===== src/rtl/sdf_pkg.sv =====
package sdf_pkg;

    localparam int DEF_WORD_W     = 16;
    localparam int DEF_FRAME_BASE = 48;

    typedef enum logic {
        RATE_196 = 1'b0,
        RATE_192 = 1'b1
    } rate_mode_e;

    // true when slot s lies in [lo, lo+len) taken modulo base; wraps past base
    function automatic logic in_window(int s, int lo, int len, int base);
        int hi;
        hi = lo + len;
        if (hi <= base)
            return (s >= lo) && (s < hi);
        else
            return (s >= lo) || (s < hi - base);
    endfunction

endpackage


===== src/rtl/sdf_slot_timer.sv =====
module sdf_slot_timer
    import sdf_pkg::*;
#(
    parameter int FRAME_BASE = DEF_FRAME_BASE,
    parameter int SLOT_W     = $clog2(FRAME_BASE + 2)
) (
    input  logic              clk,
    input  logic              rst,
    input  rate_mode_e        rate,
    output logic              bclk,
    output logic              live,
    output logic [SLOT_W-1:0] slot,
    output logic              load_now
);
    localparam logic [SLOT_W-1:0] LEN_SHORT = SLOT_W'(FRAME_BASE);
    localparam logic [SLOT_W-1:0] LEN_LONG  = SLOT_W'(FRAME_BASE + 1);
    localparam logic [SLOT_W-1:0] ONE       = SLOT_W'(1);

    logic [SLOT_W-1:0] len_q;
    logic              at_last;

    assign at_last  = (slot == len_q - ONE);
    // a period begins on the edge where bclk rises from the last slot
    assign load_now = !bclk && at_last;

    always_ff @(posedge clk) begin
        if (rst) begin
            bclk  <= 1'b0;
            live  <= 1'b0;
            slot  <= LEN_SHORT - ONE;
            len_q <= LEN_SHORT;
        end else begin
            bclk <= ~bclk;
            if (!bclk) begin
                live <= 1'b1;
                if (at_last) begin
                    slot  <= '0;
                    len_q <= (rate == RATE_192) ? LEN_SHORT : LEN_LONG;
                end else begin
                    slot <= slot + ONE;
                end
            end
        end
    end

    // bit clock inverts every core cycle once running
    p_bclk_toggle_r2: assert property (@(posedge clk) disable iff (rst)
        (!$past(rst) && live) |-> (bclk != $past(bclk)));

    // slot index stays inside the current period length
    p_slot_range_r3: assert property (@(posedge clk) disable iff (rst)
        slot < len_q);

    // period length only moves when a period starts
    p_len_boundary_r4: assert property (@(posedge clk) disable iff (rst)
        (!$past(rst) && slot != '0) |-> $stable(len_q));

endmodule


===== src/rtl/sdf_pair_hold.sv =====
module sdf_pair_hold #(
    parameter int WORD_W = 16
) (
    input  logic              clk,
    input  logic              rst,
    input  logic              take,
    input  logic [WORD_W-1:0] left_in,
    input  logic [WORD_W-1:0] right_in,
    input  logic              load_now,
    output logic [WORD_W-1:0] left_act,
    output logic [WORD_W-1:0] right_act
);
    typedef struct packed {
        logic [WORD_W-1:0] left;
        logic [WORD_W-1:0] right;
    } pair_t;

    pair_t pend_q, act_q;

    always_ff @(posedge clk) begin
        if (rst) begin
            pend_q <= '0;
            act_q  <= '0;
        end else begin
            if (load_now) act_q  <= pend_q;
            if (take)     pend_q <= '{left: left_in, right: right_in};
        end
    end

    assign left_act  = act_q.left;
    assign right_act = act_q.right;

    // the words being sent only move at a period start
    p_act_hold_r11: assert property (@(posedge clk) disable iff (rst)
        !load_now |=> $stable(act_q));

endmodule


===== src/rtl/sdf_serializer.sv =====
module sdf_serializer
    import sdf_pkg::*;
#(
    parameter int WORD_W     = 16,
    parameter int FRAME_BASE = 48,
    parameter int SLOT_W     = 6
) (
    input  logic              live,
    input  logic [SLOT_W-1:0] slot,
    input  logic [WORD_W-1:0] left_act,
    input  logic [WORD_W-1:0] right_act,
    output logic              sdata,
    output logic              deg_l,
    output logic              deg_r
);
    localparam int HALF    = FRAME_BASE / 2;
    localparam int DEG_LEN = FRAME_BASE / 4;
    localparam int IDX_W   = (WORD_W > 1) ? $clog2(WORD_W) : 1;
    localparam logic [SLOT_W-1:0] L_END   = SLOT_W'(WORD_W);
    localparam logic [SLOT_W-1:0] R_START = SLOT_W'(HALF);
    localparam logic [SLOT_W-1:0] R_END   = SLOT_W'(HALF + WORD_W);
    localparam logic [SLOT_W-1:0] MSB_POS = SLOT_W'(WORD_W - 1);

    logic [IDX_W-1:0] lidx, ridx;
    logic             bit_sel;

    assign lidx = IDX_W'(MSB_POS - slot);
    assign ridx = IDX_W'(MSB_POS - (slot - R_START));

    always_comb begin
        if (slot < L_END)
            bit_sel = left_act[lidx];
        else if (slot >= R_START && slot < R_END)
            bit_sel = right_act[ridx];
        else
            bit_sel = 1'b0;
    end

    assign sdata = live & bit_sel;

    // strobe windows: the right one may wrap into the next period
    generate
        if (HALF + WORD_W + DEG_LEN > FRAME_BASE) begin : g_wrap
            localparam logic [SLOT_W-1:0] WRAP_END = SLOT_W'(HALF + WORD_W + DEG_LEN - FRAME_BASE);
            assign deg_r = live & ((slot >= R_END) || (slot < WRAP_END));
        end else begin : g_flat
            assign deg_r = live & in_window(int'(slot), HALF + WORD_W, DEG_LEN, FRAME_BASE);
        end
    endgenerate

    assign deg_l = live & in_window(int'(slot), WORD_W, DEG_LEN, FRAME_BASE);

endmodule


===== src/rtl/serial_dac_fmt.sv =====
module serial_dac_fmt
    import sdf_pkg::*;
#(
    parameter int WORD_W     = DEF_WORD_W,
    parameter int FRAME_BASE = DEF_FRAME_BASE
) (
    input  logic              clk,
    input  logic              rst,
    input  logic              rate_sel,
    input  logic              pair_valid,
    input  logic [WORD_W-1:0] left_in,
    input  logic [WORD_W-1:0] right_in,
    output logic              bclk_out,
    output logic              sdata_out,
    output logic              deg_l_out,
    output logic              deg_r_out
);
    localparam int SLOT_W = $clog2(FRAME_BASE + 2);
    localparam int HALF   = FRAME_BASE / 2;

    logic              live, load_now;
    logic [SLOT_W-1:0] slot;
    logic [WORD_W-1:0] left_act, right_act;
    rate_mode_e        rate;

    assign rate = rate_mode_e'(rate_sel);

    sdf_slot_timer #(.FRAME_BASE(FRAME_BASE), .SLOT_W(SLOT_W)) timer_i (
        .clk(clk), .rst(rst), .rate(rate), .bclk(bclk_out),
        .live(live), .slot(slot), .load_now(load_now)
    );

    sdf_pair_hold #(.WORD_W(WORD_W)) hold_i (
        .clk(clk), .rst(rst), .take(pair_valid),
        .left_in(left_in), .right_in(right_in), .load_now(load_now),
        .left_act(left_act), .right_act(right_act)
    );

    sdf_serializer #(.WORD_W(WORD_W), .FRAME_BASE(FRAME_BASE), .SLOT_W(SLOT_W)) ser_i (
        .live(live), .slot(slot), .left_act(left_act), .right_act(right_act),
        .sdata(sdata_out), .deg_l(deg_l_out), .deg_r(deg_r_out)
    );

    // outputs quiet right after a reset edge
    p_quiet_reset_r1: assert property (@(posedge clk)
        rst |=> (!bclk_out && !sdata_out && !deg_l_out && !deg_r_out));

    // serial data only moves with a rising bit clock
    p_data_on_rise_r5: assert property (@(posedge clk) disable iff (rst)
        (!$past(rst) && !$rose(bclk_out)) |-> $stable(sdata_out));

    // the gap after the left word carries zeros
    p_gap_zero_r8: assert property (@(posedge clk) disable iff (rst)
        (int'(slot) >= WORD_W && int'(slot) < HALF) |-> !sdata_out);

    // the two strobes never overlap
    p_deg_excl_r9: assert property (@(posedge clk) disable iff (rst)
        !(deg_l_out && deg_r_out));

endmodule


===== config.mk =====
export PLATFORM = sky130hd
export DESIGN_NAME = serial_dac_fmt
export DESIGN_NICKNAME = d
export VERILOG_FILES = /design/src/rtl/sdf_pkg.sv /design/src/rtl/sdf_slot_timer.sv /design/src/rtl/sdf_pair_hold.sv /design/src/rtl/sdf_serializer.sv /design/src/rtl/serial_dac_fmt.sv
export SDC_FILE = /design/constraint.sdc
export NUM_CORES = 1
export LEC_CHECK = 0
export BUFFER_PORTS_ARGS = -buffer_cell sky130_fd_sc_hd__buf_2
export CORE_MARGIN = 3
export CORE_UTILIZATION = 60
export CTS_BUF_LIST = sky130_fd_sc_hd__clkbuf_2
export DETAILED_ROUTE_END_ITERATION = 12
export PLACE_DENSITY = 0.89
export SLEW_MARGIN = 5
export SYNTH_ARGS = -nofsm -noshare
export SYNTH_HDL_FRONTEND = slang
export SYNTH_SLANG_ARGS = --single-unit

===== constraint.sdc =====
create_clock -name clk -period 6.8 [get_ports clk]
set_clock_uncertainty 0.2 [all_clocks]
set_input_delay 1.7 -clock clk [delete_from_list [all_inputs] [get_ports clk]]
set_output_delay 1.7 -clock clk [all_outputs]
set_load 0.05 [all_outputs]

---- Yosys cells after proc, flatten, opt, wreduce, memory -nomap -nowiden ----
Index checks and enable logic that the tools add are counted.
storage, ports and cells
  flip-flop bits (word level) ............. 78
  bits in latches ......................... 0
  RAM bits ................................ 0
  memory bits (read-only) ................. 0
  bits of input ports ..................... 36
  output and inout port bits .............. 4
  logic and storage cells ................. 41
  memories kept ........................... 0
operators by class
  $add $sub $neg .......................... 5
  $mul .................................... 0
  div/mod/pow operators ................... 0
  order comparisons ....................... 9
  equal/unequal tests ..................... 1
  shift-type cells ........................ 0
  multiplexer cells ....................... 8
  bitwise gates (word level) .............. 4
  reductions and logical operators ........ 6
operators with widths
  cell                                                                number
  greater-or-equal comparator 6 x 5 -> 1 bit (second input constant)  2
  < comparator 6 x 5 -> 1 bit (second input constant)                 2
  < comparator 4 x 5 -> 1 bit (second input constant)                 2
  binary-select mux 1 bit (select 4 bit)                              2
  subtractor 4 bit (first input constant)                             2
  adder 6 x 1 -> 6 bit (second input constant)                        1
  == test 6 bit                                                       1
  greater-or-equal comparator 6 bit (second input constant)           1
  < comparator 6 x 3 -> 1 bit (second input constant)                 1
  < comparator 6 bit (second input constant)                          1
  two-way mux 6 bit                                                   1
  subtractor 6 x 1 -> 6 bit (second input constant)                   1
  two-way mux 1 bit                                                   5
  subtractor 4 bit (second input constant)                            1
  bitwise AND 1 bit                                                   3
  logical AND 1 bit                                                   3
  AND reduction 2 bit                                                 1
  logical NOT 1 bit                                                   1
  logical OR 1 bit                                                    1
  NOT 1 bit                                                           1

---- Longest topological paths before layout ----
  word-level depth ........................ 7
  gate-level depth with buffers ........... 8
  depth with buffers taken out ............ 5

---- Cells and area by module ----
Synthesis repeated with hierarchy kept, for this count alone.
unflattened totals
  cells, all modules ...................... 291
  area total of the unflattened synthesis .. 3,140.5 um^2
by module, submodules not included
  module          times used  cells each  area an instance (um^2)  seq. area each (um^2)
  sdf_pair_hold   1           207         2,339.7                  1,281.2
  sdf_slot_timer  1           46          430.4                    180.2
  sdf_serializer  1           38          370.4                    0.0

---- Least setup slack after synthesis ----
No wires, ideal clock.
  path kind ............................... flip-flop to output port
  from .................................... register timer_i.slot[0]
  to ...................................... output sdata_out
  arrival ................................. 1.847 ns
  required time ........................... 4.900 ns
  path slack .............................. 3.053 ns
  cell stages (with the launch flop) ...... 7
  buffers on the path ..................... 1
  cell sequence ........................... dfxtp_1 buf_2 mux4_2 mux2i_1 nor4_1 a31oi_1 nand3_1
between the ends
  cells in the longest elaborated chain, start to end .. 7
  elaborated cells between the ends (all ways) .. 14
  those cells by class .................... add/sub: 3; order compare: 3; mux: 6; bitwise: 1; reduce/logical: 1
RTL lines
  what                                     line                  text
  start, declared                          sdf_slot_timer.sv:12  output logic [SLOT_W-1:0] slot,
  start signal, assigned                   sdf_slot_timer.sv:30  slot <= LEN_SHORT - ONE;
  start signal, assigned                   sdf_slot_timer.sv:40  slot <= slot + ONE;
  subtractor 4 bit (2 in series)           sdf_serializer.sv:28  assign ridx = IDX_W'(MSB_POS - (slot - R_START));
  binary-select mux 1 bit (select 4 bit)   sdf_serializer.sv:34  bit_sel = right_act[ridx];
  two-way mux 1 bit (not written as such)  sdf_serializer.sv:34
  two-way mux 1 bit                        sdf_serializer.sv:33  else if (slot >= R_START && slot < R_END)
  two-way mux 1 bit *                      sdf_serializer.sv:31  if (slot < L_END)
  bitwise AND 1 bit *                      sdf_serializer.sv:39  assign sdata = live & bit_sel;
  end, declared                            serial_dac_fmt.sv:14  output logic sdata_out,
Every way passes the cells marked *; elsewhere a longest branch is shown, timed or not. The select of a mux whose other input is x is not followed.

---- Final worst setup path ----
  from .................................... register timer_i.slot[1]
  to ...................................... output sdata_out
Same word-level chain as after synthesis.

==> parameters.txt <==
Parameter                              Value

Synth
  Post-Syn Nets    between 300 and 400
  Synth top area cells    sky130_fd_sc_hd__dfxtp_1, sky130_fd_sc_hd__mux2i_1, sky130_fd_sc_hd__a21oi_2
  Cells after Synth    ~340
  Main synth FF type    sky130_fd_sc_hd__dfxtp_1
  Post-synthesis cell area    around 3200 µm²
  Flip-flop and latch count after synthesis    73
  Synth Area per Inst    9.61 µm²
  Async set-reset flop share out of synthesis    0%
  Count of warnings emitted by yosys    0
  EDFF count, synth    0
  Part of the Yosys area used for sequential elements    between 40% and 50%
  Count of cell types in the netlist    37
  Dominant cell type by area after synthesis    sky130_fd_sc_hd__dfxtp_1
  Post-synth top area share    45.1%

Cells and area
  Share of post-route cells with drive strength above 1    between 30% and 40%
  Filler-free cell count of the finished design    roughly 440
  Final layout net count    400
  P&R area growth vs syn    8.31%
  Diodes inserted    0

Worst setup path
  Required arrival time at the worst endpoint    4.90 ns
  Slowest stage cell on the critical path    sky130_fd_sc_hd__dfxtp_1
  Startpoint of the most critical register-to-register path    timer_i.slot[1]$_SDFFE_PP1N_
  Crit path max-delay family    flip-flops
  Critical register-to-register path endpoint    hold_i.right_act[10]$_SDFFE_PP0P_
  Worst Setup Path Type    flop to primary output
  Crit path DAT    2.61 ns
  Worst setup slack for register-to-register paths    between 4 and 5 ns
  Chain of cells forming the critical path    mux4_2 -> mux2i_1 -> nor4_1 -> a31oi_1 -> nand3_1 -> buf_2
  Path depth of the worst reg2reg path    5
  Crit. End Element    primary output
  Nature of the critical path startpoint    flop
  Largest stage delay on the critical path    0.86 ns
  Max Fanout on Critical Path    17
  Buffers and inverters on the worst path    1

STA
  Period Utilization, post-route    between 60% and 70%
  Endpoints failing hold    0
  Maximum clock rate    about 220 MHz
  Transition time at the pin with the least slew margin    about 1.2 ns
  Worst hold margin    ~0.26 ns
  Slew margin rel.    between 20% and 30%
  Post-layout minimum cycle time    between 4 and 5 ns
  Final max-slew violation count    0
  RSZ-0062 raised after global routing    false
  Setup TNS    0 ns
  Final setup violation count    0

Power and ir drop
  Sequential fraction of design power    between 50% and 60%
  Pwr/cell area    about 270 nW/µm²
  Fraction of power consumed by the clock network    26.0%
  Combinational power share    around a fifth
  Psw    between 0.3 and 0.4 mW
  Total power draw    just over 0.9 mW
  Leak Pwr    around 1.4 nW
  Max rail drop VDD    between 0.1 and 0.15 mV
  Int Pwr    0.621 mW
  Switching Share    about a third

Clocking
  Post-CTS Hold Buffers    0
  Number of buffers inserted by post-CTS setup repair    0
  Buffer cell driving the clock tree root    sky130_fd_sc_hd__clkbuf_2
  CTS tree    built
  Level count of the clock H-tree    3
  Number of gates resized after cts    0
  Post-CTS clock slew at the launch and capture registers of the worst setup and hold paths    0.20 ns
  Clock network latency to the later pin of the worst-skew pair    ~0.50 ns
  Clk sinks    73
  Clock buffer depth    2
  Inserted Clock Buffers    9

Die
  Die outline height    between 70 and 80 µm
  Core region area    5170 µm²
  Top-level I/O count    40
  Overall die width    roughly 80 µm
  Area of the die    6310 µm²
  Number of rows in the core area    26
  Initial cell density of the core    62.6%

Detailed routing
  WL/cell    between 10 and 15 µm
  Routed wire length    about 6 mm
  Vias after detailed routing    between 2000 and 2500
  DRC violation count after routing    0
  Iteration count of the initial detailed-routing pass    4
  Number of violations reported at the end of detailed-routing iteration 0    roughly 180
  Residual antenna-violating net count after detailed routing    0
  Vias per cell    between 5 and 6

Placed design
  Total half-perimeter wirelength after legalization and detailed placement    4.06 mm
  Port buffer count    39
  Routability congestion estimate    0.863
  Placed instance count    roughly 420

Outcome
  Run status    completed

Global routing
  Antenna violations before repair    0
  Met3 track demand over resource in global routing    ~5.8%
  Vias in the first global route    about 2300
  Final global-route overflow total    0
  Routing usage on met2    32.8%
  Global routing usage on met1    27.6%
  Global-route wire length before repair    between 10 and 15 mm
  Combined global-route utilization of all metal layers    between 20% and 30%
  Pin count of the biggest net entering global routing    73
  Layer with the highest usage after global routing    met2

Worst hold path
  Hold WC Path Type    flop to flop
  Count of cells along the worst hold path    2
  Startpoint of the tightest hold check path    hold_i.pend_q[13]$_SDFFE_PP0P_
  Capture endpoint of the worst hold path    hold_i.right_act[13]$_SDFFE_PP0P_

Flow run
  Maxcap violations    0
==> power by group through the flow <==
stage / registers [mW] / logic [mW] / clock network (mW)
2_1_floorplan: 0.485 / 0.187 / 0
3_3_place_gp: 0.509 / 0.182 / 0
3_5_place_dp: 0.510 / 0.189 / 0
4_1_cts: 0.501 / 0.190 / 0.248
5_1_grt: 0.508 / 0.209 / 0.267
6_report: 0.502 / 0.188 / 0.242
==> worst max-delay path by stage <==
stage	slack, ns	cells past startpoint	startpoint	to
after floorplan	3.05	6	timer_i.slot[0]$_SDFFE_PP1N_	sdata_out
after global placement	2.87	6	timer_i.slot[1]$_SDFFE_PP1N_	sdata_out
after detailed placement	2.85	6	timer_i.slot[1]$_SDFFE_PP1N_	sdata_out
after CTS	2.24	6	timer_i.slot[1]$_SDFFE_PP1N_	sdata_out
after global routing	2.09	6	timer_i.slot[1]$_SDFFE_PP1N_	sdata_out
final	2.29	6	timer_i.slot[1]$_SDFFE_PP1N_	sdata_out
==> metrics by stage <==
stage | instance area [µm²] | utilization, % | setup slack [ns]
2_1_floorplan | 3240 | - | 3.05
3_3_place_gp | 3390 | 65.5 | 2.87
3_5_place_dp | 3390 | 65.5 | 2.85
4_1_cts | 3510 | 67.8 | 2.24
5_1_grt | 3510 | 67.8 | 2.09
6_report | 3510 | 67.8 | 2.29
==> worst register-to-register path, cell delays in order, from the launching register on <==
cell                      delay, ns
sky130_fd_sc_hd__dfxtp_1       0.86
sky130_fd_sc_hd__and3_1        0.33
sky130_fd_sc_hd__a22oi_4       0.09
sky130_fd_sc_hd__nor3_4        0.87
sky130_fd_sc_hd__nand2_1       0.21
sky130_fd_sc_hd__a21oi_2       0.16
==> placed cells by master, fill, tap and decap left out, drive strengths merged <==
master | synthesis | final
nand4 | 2 | 2
nor4bb | 1 | 1
o21ai | 3 | 3
xnor2 | 1 | 1
a31oi | 3 | 3
ha | 1 | 1
a211oi | 2 | 2
nor2 | 37 | 37
nor2b | 2 | 2
clkinvlp | 0 | 1
o221ai | 1 | 1
clkinv | 0 | 4
and3 | 4 | 4
nor4 | 1 | 1
dfxtp | 73 | 73
or3 | 3 | 3
nand2b | 1 | 1
mux2i | 40 | 40
or2 | 1 | 1
o31ai | 1 | 1
mux4 | 4 | 4
nor3b | 1 | 1
mux2 | 2 | 2
clkbuf | 9 | 10
bufinv | 0 | 1
a21oi | 40 | 40
nand3 | 4 | 4
nor3 | 2 | 2
inv | 7 | 7
a22oi | 1 | 1
a2111oi | 1 | 1
nand2 | 70 | 70
buf | 17 | 41
or4 | 2 | 2
==> per-layer routing <==
metal  wire length [µm]  up-vias
met3                258        8
met2               2800       54
met5                  0        -
met1               2840     1109
li1                   -     1193
met4                 96        0
==> cell families (layout without fill, tap and decap cells) <==
family | count (synthesis) | in the layout | share of synthesized area [%]
and+or+nand+nor | 131 | 131 | 20.4
DFF | 73 | 73 | 45.1
AOI/OAI and AO/OA | 52 | 52 | 12.6
muxes | 46 | 46 | 15.8
buffers and inverters | 33 | 64 | 5.37
adders and majority gates | 1 | 1 | 0.386
xor gates and xnor gates | 1 | 1 | 0.271
==> flip-flops by register name (all words and copies together), names as in the netlist <==
name,flops
timer_i.live,1
timer_i.slot,6
timer_i.len_q,1
hold_i.right_act,16
hold_i.left_act,16
timer_i.bclk,1
hold_i.pend_q,32
==> synth_stat cells, types with 2 or more instances <==
cell and count:
sky130_fd_sc_hd__dfxtp_1 73, sky130_fd_sc_hd__mux2i_1 40, sky130_fd_sc_hd__nand2_1 40, sky130_fd_sc_hd__nor2_1 36, sky130_fd_sc_hd__a21oi_2 30, sky130_fd_sc_hd__nand2_2 30, sky130_fd_sc_hd__a21oi_1 10, sky130_fd_sc_hd__buf_2 10
sky130_fd_sc_hd__clkbuf_1 9, sky130_fd_sc_hd__inv_1 7, sky130_fd_sc_hd__buf_6 5, sky130_fd_sc_hd__and3_1 4, sky130_fd_sc_hd__mux4_2 4, sky130_fd_sc_hd__nand3_1 4, sky130_fd_sc_hd__a31oi_1 3, sky130_fd_sc_hd__o21ai_0 3
sky130_fd_sc_hd__or3_1 3, sky130_fd_sc_hd__a211oi_1 2, sky130_fd_sc_hd__buf_1 2, sky130_fd_sc_hd__mux2_2 2, sky130_fd_sc_hd__nand4_1 2, sky130_fd_sc_hd__nor2b_1 2, sky130_fd_sc_hd__or4_1 2
==> area by class of cell <==
cell class / count / area [µm²]
clock inverters: 6 / 68.8
fillers: 410 / 1670
clock buffers: 10 / 50.0
multi-input cells: 231 / 1600
repair buffers: 41 / 210
inverters: 7 / 26.3
well taps: 70 / 87.6
flip-flops and latches: 73 / 1460
No activity file was read; power rests on OpenSTA's default activity.
